**config.mk**
```make
export PLATFORM = sky130hd
export DESIGN_NAME = lcd_keyscan
export DESIGN_NICKNAME = d
export VERILOG_FILES = /design/src/rtl/lcd_ks_pkg.sv /design/src/rtl/lcd_phase_seq.sv /design/src/rtl/lcd_key_scan.sv /design/src/rtl/lcd_level_mux.sv /design/src/rtl/lcd_keyscan.sv
export SDC_FILE = /design/constraint.sdc
export NUM_CORES = 1
export LEC_CHECK = 0
export ABC_CLOCK_PERIOD_IN_PS = 4650
export BUFFER_PORTS_ARGS = -buffer_cell sky130_fd_sc_hd__buf_2
export CELL_PAD_IN_SITES_DETAIL_PLACEMENT = 0
export CELL_PAD_IN_SITES_GLOBAL_PLACEMENT = 2
export CORE_MARGIN = 1
export CORE_UTILIZATION = 27
export DETAILED_ROUTE_END_ITERATION = 12
export MAX_ROUTING_LAYER = met4
export PLACE_DENSITY = 0.89
export SETUP_SLACK_MARGIN = 0.05
export SLEW_MARGIN = 10
export SYNTH_ARGS = -nofsm -noshare
export SYNTH_HDL_FRONTEND = slang
export SYNTH_SLANG_ARGS = --single-unit
```
**constraint.sdc**
```tcl
create_clock -name clk -period 4.65 [get_ports clk]
set_input_delay 0.465 -clock clk [delete_from_list [all_inputs] [get_ports clk]]
set_output_delay 0.465 -clock clk [all_outputs]
set_load 0.05 [all_outputs]
```
**src/rtl/lcd_ks_pkg.sv**
```systemverilog
package lcd_ks_pkg;
  typedef enum logic [1:0] {
    LV_GND  = 2'b00,
    LV_HALF = 2'b01,
    LV_FULL = 2'b10
  } lvl_e;

  // common level for a running frame
  function automatic lvl_e lvl_com(input logic active, input logic neg);
    if (!active) return LV_HALF;
    return neg ? LV_GND : LV_FULL;
  endfunction

  // segment level: lit is the inverse of the active common
  function automatic lvl_e lvl_seg(input logic lit, input logic neg);
    return (lit ^ neg) ? LV_GND : LV_FULL;
  endfunction
endpackage

```
**src/rtl/lcd_phase_seq.sv**
```systemverilog
module lcd_phase_seq #(
  parameter int N_COM = 3,
  localparam int CW = (N_COM > 1) ? $clog2(N_COM) : 1
) (
  input  logic          clk,
  input  logic          rst_n,
  input  logic          tick_i,
  input  logic          stop_i,
  input  logic          disp_off_i,
  output logic          run_o,
  output logic [CW-1:0] act_o,
  output logic          neg_o
);
  logic          run_q;
  logic          off_q;
  logic [CW-1:0] act_q;
  logic          neg_q;

  always_ff @(posedge clk or negedge rst_n) begin
    if (!rst_n) begin
      run_q <= 1'b0;
      off_q <= 1'b0;
      act_q <= '0;
      neg_q <= 1'b0;
    end else begin
      off_q <= disp_off_i;
      if (stop_i || disp_off_i) begin
        run_q <= 1'b0;
        act_q <= '0;
        neg_q <= 1'b0;
      end else begin
        if (off_q) run_q <= 1'b1;
        if (run_q && tick_i) begin
          if (act_q == CW'(N_COM - 1)) begin
            act_q <= '0;
            neg_q <= ~neg_q;
          end else begin
            act_q <= act_q + 1'b1;
          end
        end
      end
    end
  end

  assign run_o = run_q;
  assign act_o = act_q;
  assign neg_o = neg_q;
endmodule

```
**src/rtl/lcd_key_scan.sv**
```systemverilog
module lcd_key_scan #(
  parameter int N_KR     = 8,
  parameter int N_KEY    = 4,
  parameter int SLOT_CYC = 8,
  localparam int KW = (N_KR > 1) ? $clog2(N_KR) : 1,
  localparam int SW = $clog2(SLOT_CYC + 1)
) (
  input  logic                  clk,
  input  logic                  rst_n,
  input  logic                  tick_i,
  input  logic                  stop_i,
  input  logic                  pd_i,
  input  logic [N_KEY-1:0]      key_in_i,
  output logic                  slot_act_o,
  output logic                  sample_evt_o,
  output logic [KW-1:0]         kidx_o,
  output logic [N_KR-1:0]       strobe_o,
  output logic [N_KR*N_KEY-1:0] key_map_o,
  output logic                  wake_o
);
  logic [SW-1:0] left_q;
  logic [KW-1:0] kidx_q;
  logic          slot_act;
  logic          sample_evt;

  assign slot_act   = (left_q != '0) && !stop_i && !pd_i;
  assign sample_evt = slot_act && (left_q == SW'(1)) && !tick_i;

  always_ff @(posedge clk or negedge rst_n) begin
    if (!rst_n)                left_q <= '0;
    else if (stop_i || pd_i)   left_q <= '0;
    else if (tick_i)           left_q <= SW'(SLOT_CYC);
    else if (left_q != '0)     left_q <= left_q - 1'b1;
  end

  always_ff @(posedge clk or negedge rst_n) begin
    if (!rst_n)               kidx_q <= '0;
    else if (sample_evt) begin
      if (kidx_q == KW'(N_KR - 1)) kidx_q <= '0;
      else                         kidx_q <= kidx_q + 1'b1;
    end
  end

  for (genvar k = 0; k < N_KR; k++) begin : g_latch
    logic [N_KEY-1:0] nib_q;
    always_ff @(posedge clk or negedge rst_n) begin
      if (!rst_n)                                   nib_q <= '0;
      else if (sample_evt && kidx_q == KW'(k))      nib_q <= ~key_in_i;
    end
    assign key_map_o[k*N_KEY +: N_KEY] = nib_q;
    assign strobe_o[k] = slot_act && (kidx_q == KW'(k));
  end

  assign slot_act_o   = slot_act;
  assign sample_evt_o = sample_evt;
  assign kidx_o       = kidx_q;
  assign wake_o       = pd_i && (|key_in_i);
endmodule

```
**src/rtl/lcd_level_mux.sv**
```systemverilog
module lcd_level_mux
  import lcd_ks_pkg::*;
#(
  parameter int N_COM   = 3,
  parameter int N_SEG   = 23,
  parameter int N_KR    = 8,
  parameter int KR_BASE = 15,
  localparam int CW = (N_COM > 1) ? $clog2(N_COM) : 1,
  localparam int KW = (N_KR > 1) ? $clog2(N_KR) : 1
) (
  input  logic                   stop_i,
  input  logic                   run_i,
  input  logic [CW-1:0]          act_i,
  input  logic                   neg_i,
  input  logic                   slot_act_i,
  input  logic [KW-1:0]          kidx_i,
  input  logic [N_COM*N_SEG-1:0] seg_ram_i,
  output logic [2*N_COM-1:0]     com_o,
  output logic [2*N_SEG-1:0]     seg_o
);
  for (genvar c = 0; c < N_COM; c++) begin : g_com
    lvl_e lv;
    always_comb begin
      if (stop_i)      lv = LV_GND;
      else if (!run_i) lv = LV_HALF;
      else             lv = lvl_com(act_i == CW'(c), neg_i);
    end
    assign com_o[2*c +: 2] = lv;
  end

  for (genvar j = 0; j < N_SEG; j++) begin : g_seg
    logic lit;
    lvl_e lv;
    always_comb begin
      lit = 1'b0;
      for (int c = 0; c < N_COM; c++)
        if (act_i == CW'(c)) lit = seg_ram_i[c*N_SEG + j];
    end
    if (j >= KR_BASE && j < KR_BASE + N_KR) begin : g_shared
      localparam int K = KR_BASE + N_KR - 1 - j;
      always_comb begin
        if (stop_i)          lv = LV_GND;
        else if (slot_act_i) lv = (kidx_i == KW'(K)) ? LV_GND : LV_FULL;
        else if (!run_i)     lv = LV_HALF;
        else                 lv = lvl_seg(lit, neg_i);
      end
    end else begin : g_plain
      always_comb begin
        if (stop_i)      lv = LV_GND;
        else if (!run_i) lv = LV_HALF;
        else             lv = lvl_seg(lit, neg_i);
      end
    end
    assign seg_o[2*j +: 2] = lv;
  end
endmodule

```
**src/rtl/lcd_keyscan.sv**
```systemverilog
module lcd_keyscan #(
  parameter int N_COM    = 3,
  parameter int N_SEG    = 23,
  parameter int N_KR     = 8,
  parameter int N_KEY    = 4,
  parameter int KR_BASE  = 15,
  parameter int SLOT_CYC = 8,
  localparam int CW    = (N_COM > 1) ? $clog2(N_COM) : 1,
  localparam int KW    = (N_KR > 1) ? $clog2(N_KR) : 1,
  localparam int RAM_W = N_COM * N_SEG
) (
  input  logic                  clk,
  input  logic                  rst_n,
  input  logic                  tick_i,
  input  logic [RAM_W-1:0]      seg_ram_i,
  input  logic                  disp_off_i,
  input  logic                  clk_stop_i,
  input  logic                  kin_pd_i,
  input  logic [N_KEY-1:0]      key_in_i,
  output logic [2*N_COM-1:0]    com_o,
  output logic [2*N_SEG-1:0]    seg_o,
  output logic [N_KR-1:0]       kr_strobe_o,
  output logic [N_KR*N_KEY-1:0] key_map_o,
  output logic                  wake_o
);
  logic          run_w;
  logic [CW-1:0] act_w;
  logic          neg_w;
  logic          slot_act_w;
  logic          sample_evt_w;
  logic [KW-1:0] kidx_w;

  lcd_phase_seq #(.N_COM(N_COM)) u_seq (
    .clk(clk), .rst_n(rst_n), .tick_i(tick_i), .stop_i(clk_stop_i),
    .disp_off_i(disp_off_i), .run_o(run_w), .act_o(act_w), .neg_o(neg_w)
  );

  lcd_key_scan #(.N_KR(N_KR), .N_KEY(N_KEY), .SLOT_CYC(SLOT_CYC)) u_scan (
    .clk(clk), .rst_n(rst_n), .tick_i(tick_i), .stop_i(clk_stop_i),
    .pd_i(kin_pd_i), .key_in_i(key_in_i), .slot_act_o(slot_act_w),
    .sample_evt_o(sample_evt_w), .kidx_o(kidx_w), .strobe_o(kr_strobe_o),
    .key_map_o(key_map_o), .wake_o(wake_o)
  );

  lcd_level_mux #(.N_COM(N_COM), .N_SEG(N_SEG), .N_KR(N_KR), .KR_BASE(KR_BASE)) u_mux (
    .stop_i(clk_stop_i), .run_i(run_w), .act_i(act_w), .neg_i(neg_w),
    .slot_act_i(slot_act_w), .kidx_i(kidx_w), .seg_ram_i(seg_ram_i),
    .com_o(com_o), .seg_o(seg_o)
  );
endmodule

```
### Word level (Yosys, flattened, before mapping)

Index checks and enable logic that the tools add are counted.

| cells by class | value |
|---|---|
| add/sub/neg operators | 3 |
| equal/unequal tests | 10 |
| multiplexer cells | 188 |
| bitwise operators | 25 |
| reduce and logical (&&, ||, !) cells | 36 |

Operators with widths:

| kind | number |
|---|---|
| 2-bit 2-to-1 mux | 101 |
| 1-bit 2-to-1 mux | 83 |
| 1-bit XOR | 23 |
| 1-bit logical AND | 22 |
| 3-bit == test (second input constant) | 4 |
| 4-bit 2-to-1 mux | 3 |
| 3-bit by 2-bit == test with 1-bit output (second input constant) | 2 |
| 2-bit nonzero test | 3 |
| 4-bit by 1-bit == test with 1-bit output (second input constant) | 1 |
| 4-bit inverter | 1 |
| 4-bit nonzero test | 1 |
| 4-bit OR reduction | 1 |
| 4-bit by 1-bit subtractor with 4-bit output (second input constant) | 1 |
| 3-bit by 1-bit adder with 3-bit output (second input constant) | 1 |
| 3-bit by 1-bit == test with 1-bit output (second input constant) | 1 |
| 1-bit logical NOT | 3 |
| 3-bit logical NOT | 1 |
| 3-bit 2-to-1 mux | 1 |
| 3-bit nonzero test | 1 |
| 2-bit by 1-bit adder with 2-bit output (second input constant) | 1 |
| 2-bit by 1-bit == test with 1-bit output (second input constant) | 1 |
| 2-bit == test (second input constant) | 1 |
| 2-bit logical NOT | 1 |
| 1-bit logical OR | 2 |
| 2 further kinds | 2 |

| word-level totals | value |
|---|---|
| bits in registers | 44 |
| bits of input ports | 79 |
| output and inout bits | 93 |
| word-level logic and storage cells | 276 |

### Depth between registers and ports, before layout

| logic depth | value |
|---|---|
| word-level depth | 9 |
| mapped depth | 7 |
| depth with buffers taken out | 6 |

### Cells and area by module

From an unflattened synthesis, not the netlist that was laid out.

| second synthesis, totals | value |
|---|---|
| cell total of the unflattened synthesis | 348 |
| area total of the unflattened synthesis | 3384.5 sq um |

Modules (own cells, without submodules):

| module | times used | cells each | area an instance (sq um) | sequential area each (sq um) |
|---|---|---|---|---|
| lcd_key_scan | 1 | 160 | 1851.8 | 975.9 |
| lcd_level_mux | 1 | 171 | 1310.0 | 0.0 |
| lcd_phase_seq | 1 | 17 | 222.7 | 125.1 |

### Worst setup path after synthesis

No wires, ideal clock.

| timing path | value |
|---|---|
| kind | input-to-output |
| start point | input port clk_stop_i |
| end point | output port seg_o[32] |
| data arrival time | 2.736 ns |
| required time | 4.185 ns |
| path slack | 1.449 ns |
| cell stages on the path | 4 |
| path buffers | 2 |
| path through | buf_2 -> nor2_1 -> and2_1 -> buf_4 |

| on the way | value |
|---|---|
| longest elaborated chain between the ends | 5 |

Ends and longest elaborated chain:

| item | RTL line | text |
|---|---|---|
| start, declared | lcd_keyscan.sv:17 | `input logic clk_stop_i,` |
| 1-bit logical NOT | lcd_key_scan.sv:26 | `assign slot_act = (left_q != '0) && !stop_i && !pd_i;` |
| 1-bit logical AND (2 in series) | lcd_key_scan.sv:26 |  |
| 2-bit 2-to-1 mux | lcd_level_mux.sv:43 | `else if (slot_act_i) lv = (kidx_i == KW'(K)) ? LV_GND : LV_FULL;` |
| 2-bit 2-to-1 mux * | lcd_level_mux.sv:42 | `if (stop_i) lv = LV_GND;` |
| end, declared | lcd_keyscan.sv:21 | `output logic [2*N_SEG-1:0] seg_o,` |

Mark *: on every way between the ends. The rest lies on a longest branch, timed or not.

### Worst setup path after layout

| timing path | value |
|---|---|
| start point | register u_seq.act_q[1], in the netlist u_seq.act_o[1] |
| end point | output port seg_o[37] |

| on the way | value |
|---|---|
| longest elaborated chain between the ends | 9 |
| elaborated cells on any way between the ends | 11 |
| those cells by class | eq/ne: 2; mux: 7; bitwise: 1; reduce/logical: 1 |

Ends and longest elaborated chain:

| item | RTL line | text |
|---|---|---|
| start, declared | lcd_phase_seq.sv:16 | `logic [CW-1:0] act_q;` |
| start signal, assigned | lcd_phase_seq.sv:38 | `act_q <= act_q + 1'b1;` |
| 2-bit logical NOT | lcd_level_mux.sv:37 | `if (act_i == CW'(c)) lit = seg_ram_i[c*N_SEG + j];` |
| 1-bit 2-to-1 mux (2 in series) | lcd_level_mux.sv:37 |  |
| 1-bit 2-to-1 mux * | lcd_level_mux.sv:37 |  |
| 1-bit XOR * | lcd_ks_pkg.sv:16 | `return (lit ^ neg) ? LV_GND : LV_FULL;` |
| 2-bit 2-to-1 mux * | lcd_ks_pkg.sv:16 |  |
| 2-bit 2-to-1 mux * | lcd_level_mux.sv:44 | `else if (!run_i) lv = LV_HALF;` |
| 2-bit 2-to-1 mux * | lcd_level_mux.sv:43 |  |
| 2-bit 2-to-1 mux * | lcd_level_mux.sv:42 |  |

Marks and branches as above.

==> tab_implementation.tex <==
\begin{tabular}{lr}
\hline
Metric & Value \\
\hline
\multicolumn{2}{l}{\textbf{Timing}} \\
Least-Margin Pin Slew & $\sim$1.1 ns \\
RSZ-0062 raised after global routing & no \\
Timing-limited maximum frequency & 0.285 GHz \\
Total Neg Setup Slack & 0 ns \\
Final cycle utilization of the critical path & 0.755 \\
Post-route clock skew & approximately 0.0053 ns \\
Hold violation total from the final report & 0 \\
Hold Worst Slack & approximately 0.34 ns \\
Max-Slew Margin vs Limit & 0.286 \\
Setup slack of the critical path after layout & $\sim$1.1 ns \\
Max-slew violation count & 0 \\
Clock period minus worst slack & about 3.5 ns \\
Number of setup violations in the final report & 0 \\
\multicolumn{2}{l}{\textbf{Pwr}} \\
Internal Pwr Total & $\sim$0.67 mW \\
Power after layout & $\sim$0.97 mW \\
Combinational share of power & 0.232 \\
Switch Pwr & 0.303 mW \\
Worst vdd rail ir drop & 0.188 mV \\
PwrDens & approximately 240 nW/um2 \\
Share of power burned in registers & 0.402 \\
Switching power as a share of total power & 0.312 \\
Clock power share & 0.366 \\
Reported leakage power & between 2 and 2.5 nW \\
\multicolumn{2}{l}{\textbf{Yosys}} \\
Sequential fraction of the synthesis area & 0.356 \\
Synth Area per Inst & roughly 9.4 um2 \\
Synthesized instance count & between 300 and 400 \\
Post-Synthesis Net Count & roughly 420 \\
Simple-gate area share of the yosys netlist & 0.158 \\
Area leader, netlist & sky130\_fd\_sc\_hd\_\_dfrtp\_1 \\
Synthesized flop and latch total & 44 \\
Area share of xor/xnor cells in the synthesized design & 0.0482 \\
Number of different library cells in the post-synthesis netlist & 38 \\
Netlist area before placement & $\sim$3100 um2 \\
Syn. warnings & 0 \\
Portion of synthesized cell area occupied by the leading cell type & 0.356 \\
Top cells by area, synth & sky130\_fd\_sc\_hd\_\_dfrtp\_1, sky130\_fd\_sc\_hd\_\_mux2i\_1, sky130\_fd\_sc\_hd\_\_o2bb2ai\_1, sky130\_fd\_sc\_hd\_\_buf\_4, sky130\_fd\_sc\_hd\_\_o21ai\_0 \\
Multiplexer fraction of the synthesized cell area & 0.149 \\
Compound-cell area share of the yosys netlist & 0.143 \\
Adder-cell share of the synthesized area & 0.0365 \\
Combinational family with the most area after synthesis & simple AND/OR/NAND/NOR gates \\
\multicolumn{2}{l}{\textbf{Final layout}} \\
Layout Utilization & 0.365 \\
Diodes inserted & 0 \\
Layout overhead on the synthesized area & 29.9\% \\
Fraction of final layout cells sized beyond drive strength 1 & 0.411 \\
Most common library cell in the layout ignoring fill and taps & sky130\_fd\_sc\_hd\_\_buf\_2 \\
Top library cells by usage in the layout, fill and taps aside & sky130\_fd\_sc\_hd\_\_buf\_2, sky130\_fd\_sc\_hd\_\_mux2i\_1, sky130\_fd\_sc\_hd\_\_dfrtp\_1 \\
NumNets Final & around 550 \\
\multicolumn{2}{l}{\textbf{Clock network}} \\
Hold-fix buffers, CTS & 0 \\
Clock slew seen by the registers of the worst setup and hold paths & roughly 0.06 ns \\
Number of setup buffers added after CTS & 0 \\
Number of clock sinks & 44 \\
Clock root buffer & sky130\_fd\_sc\_hd\_\_clkbuf\_16 \\
Number of H-tree levels & 2 \\
Maximum number of buffers from clock root to sink & 2 \\
Total clock buffers created by CTS & 5 \\
Number of cells upsized or downsized after cts & 0 \\
Insertion delay of the later-clocked pin in the worst-skew pair & between 0.2 and 0.3 ns \\
Clock tree from TritonCTS & yes \\
\multicolumn{2}{l}{\textbf{Drt}} \\
Drt total wl & just under 9 mm \\
Antenna viol nets, final & 0 \\
Length of the first detailed-routing pass in iterations & 4 \\
Via density & roughly 4.6 \\
Avg WL per Cell & roughly 15 um \\
Detailed-route via count & about 2,800 \\
Number of violations reported at the end of detailed-routing iteration 0 & approximately 190 \\
Total DRC errors in the routed layout & 0 \\
\multicolumn{2}{l}{\textbf{Floorplan}} \\
Placeable Area & roughly 11,000 um2 \\
Initial cell density of the core & 0.281 \\
Die span in y & $\sim$110 um \\
Horiz. Die Dim & between 100 and 150 um \\
Number of placement rows & 38 \\
Number of I/O pins & 172 \\
Die area & $\sim$12,000 um2 \\
\multicolumn{2}{l}{\textbf{Placed design}} \\
Placed wire-length estimate & about 7 mm \\
Pre-CTS setup slack & between 1 and 1.5 ns \\
Port Buffers & 171 \\
Placer congestion estimate & 0.788 \\
\multicolumn{2}{l}{\textbf{Worst setup path}} \\
Data required time at the worst endpoint & approximately 4.2 ns \\
Critical path start-end classification & reg -> out \\
Worst-path maximum fanout & 28 \\
Nature of the critical path endpoint & output pin \\
Data arrival time of the critical path & roughly 3.1 ns \\
Crit path launch type & register \\
\multicolumn{2}{l}{\textbf{GRT}} \\
Vias in the first global route & approximately 2,700 \\
Tot GR Track Use & 0.151 \\
Overflow left after global routing & 0 \\
Global-route wire length before repair & around 13 mm \\
Pin count of the biggest net entering global routing & 45 \\
Number of antenna violations at the first check in global routing & 0 \\
\multicolumn{2}{l}{\textbf{Job}} \\
Count of maximum capacitance violations & 0 \\
\multicolumn{2}{l}{\textbf{Status}} \\
Status & completed \\
\multicolumn{2}{l}{\textbf{Min path}} \\
Class of the tightest hold or removal check & in -> async \\
\hline
\end{tabular}
-- final cells by class --
class                   count  area (um2)
clock buffers               7         143
clock inverters             1        7.51
fillers                  1137        6970
inverters                  18        67.6
multi-input cells         223        1660
flip-flops and latches     44        1100
well taps                 140         175
repair buffers            172         863
-- metrics by stage --
stage	cell area [um2]	std cells
2_1_floorplan	3090	328
3_3_place_gp	3860	597
3_5_place_dp	3860	597
4_1_cts	4010	605
5_1_grt	4010	605
6_report	4010	605
-- path summary, 6_finish.rpt --
| path | start | end | slack (ns) | depth (start not counted) |
|---|---|---|---|---|
| worst max-delay path | u_seq.act_o[1] | seg_o[37] | 1.14 | 5 |
| worst min-delay path | rst_n | u_scan.g_latch[2].nib_q[3] | 0.34 | 1 |
| worst max register to register | u_seq.act_o[1] | u_seq.neg_o | 2.10 | 4 |
| worst min register to register | u_scan.g_latch[7].nib_q[1] | u_scan.g_latch[7].nib_q[1] | 0.48 | 2 |
| max in group asynchronous | rst_n | u_scan.g_latch[5].nib_q[1] | 3.70 | 1 |
| min in group clk | disp_off_i | u_seq.off_q | 0.35 | 1 |
-- kinds of logic after synthesis --
| kind of cell | count (synthesis) |
|---|---|
| multiplexers | 46 |
| AND/OR/NAND/NOR | 89 |
| XOR/XNOR | 17 |
| adder cells (fa/ha/maj) | 9 |
| flip-flops | 44 |
| buffers and inverters | 61 |
| AO/OA/AOI/OAI | 62 |
-- worst max-delay path, stage by stage, from the launching register on --
cell,delay [ns]
sky130_fd_sc_hd__dfrtp_1,0.96
sky130_fd_sc_hd__nor2b_2,1.01
sky130_fd_sc_hd__o2bb2ai_1,0.21
sky130_fd_sc_hd__mux2i_1,0.24
sky130_fd_sc_hd__o21ai_0,0.11
sky130_fd_sc_hd__buf_2,0.22
-- synthesized netlist by cell type --
cell type and count:
sky130_fd_sc_hd__o21a_1 1, sky130_fd_sc_hd__buf_1 1, sky130_fd_sc_hd__a21o_1 1, sky130_fd_sc_hd__buf_4 26
sky130_fd_sc_hd__clkbuf_1 9, sky130_fd_sc_hd__dfrtp_1 44, sky130_fd_sc_hd__a21oi_1 3, sky130_fd_sc_hd__nor2_4 1
sky130_fd_sc_hd__and2_1 4, sky130_fd_sc_hd__nor3_1 5, sky130_fd_sc_hd__nand2b_4 1, sky130_fd_sc_hd__inv_2 1
sky130_fd_sc_hd__and3_1 10, sky130_fd_sc_hd__o41a_1 1, sky130_fd_sc_hd__mux2i_1 46, sky130_fd_sc_hd__o211a_1 1
sky130_fd_sc_hd__nand2_4 3, sky130_fd_sc_hd__nand2_1 26, sky130_fd_sc_hd__nand4_1 5, sky130_fd_sc_hd__nor3_4 1
sky130_fd_sc_hd__and3b_1 1, sky130_fd_sc_hd__ha_1 9, sky130_fd_sc_hd__nor3b_1 2, sky130_fd_sc_hd__nor2_1 20
sky130_fd_sc_hd__o21ai_1 1, sky130_fd_sc_hd__or3_1 1, sky130_fd_sc_hd__nor4_1 1, sky130_fd_sc_hd__nor2b_1 5
sky130_fd_sc_hd__or3b_4 1, sky130_fd_sc_hd__inv_1 17, sky130_fd_sc_hd__nand3_1 1, sky130_fd_sc_hd__nor3b_2 1
sky130_fd_sc_hd__buf_2 7, sky130_fd_sc_hd__o2bb2ai_1 23, sky130_fd_sc_hd__xor2_1 1, sky130_fd_sc_hd__o21ai_0 29
sky130_fd_sc_hd__xnor2_1 16, sky130_fd_sc_hd__a211oi_4 2
-- state kept, by name, summed over array words and instances (netlist names) --
name / cells
u_scan.left_q: 4
u_seq.run_o: 1
u_seq.act_o: 2
u_seq.neg_o: 1
u_seq.off_q: 1
u_scan.kidx_o: 3
u_scan.g_latch.nib_q: 32
-- power by group through the flow --
| stage | clock network (mW) | registers, mW | logic [mW] |
|---|---|---|---|
| 2_1_floorplan | 0 | 0.399 | 0.168 |
| 3_3_place_gp | 0 | 0.398 | 0.228 |
| 3_5_place_dp | 0 | 0.398 | 0.228 |
| 4_1_cts | 0.366 | 0.391 | 0.229 |
| 5_1_grt | 0.381 | 0.391 | 0.241 |
| 6_report | 0.355 | 0.391 | 0.226 |
-- metal layers --
layer,up-vias,share of wire,track usage
met5,-,0,-
met4,0,0.0028,0.0203
met3,4,0.085,0.0347
met2,136,0.48,0.268
met1,1281,0.43,0.176
li1,1379,-,-
No activity file was read; power rests on OpenSTA's default activity.
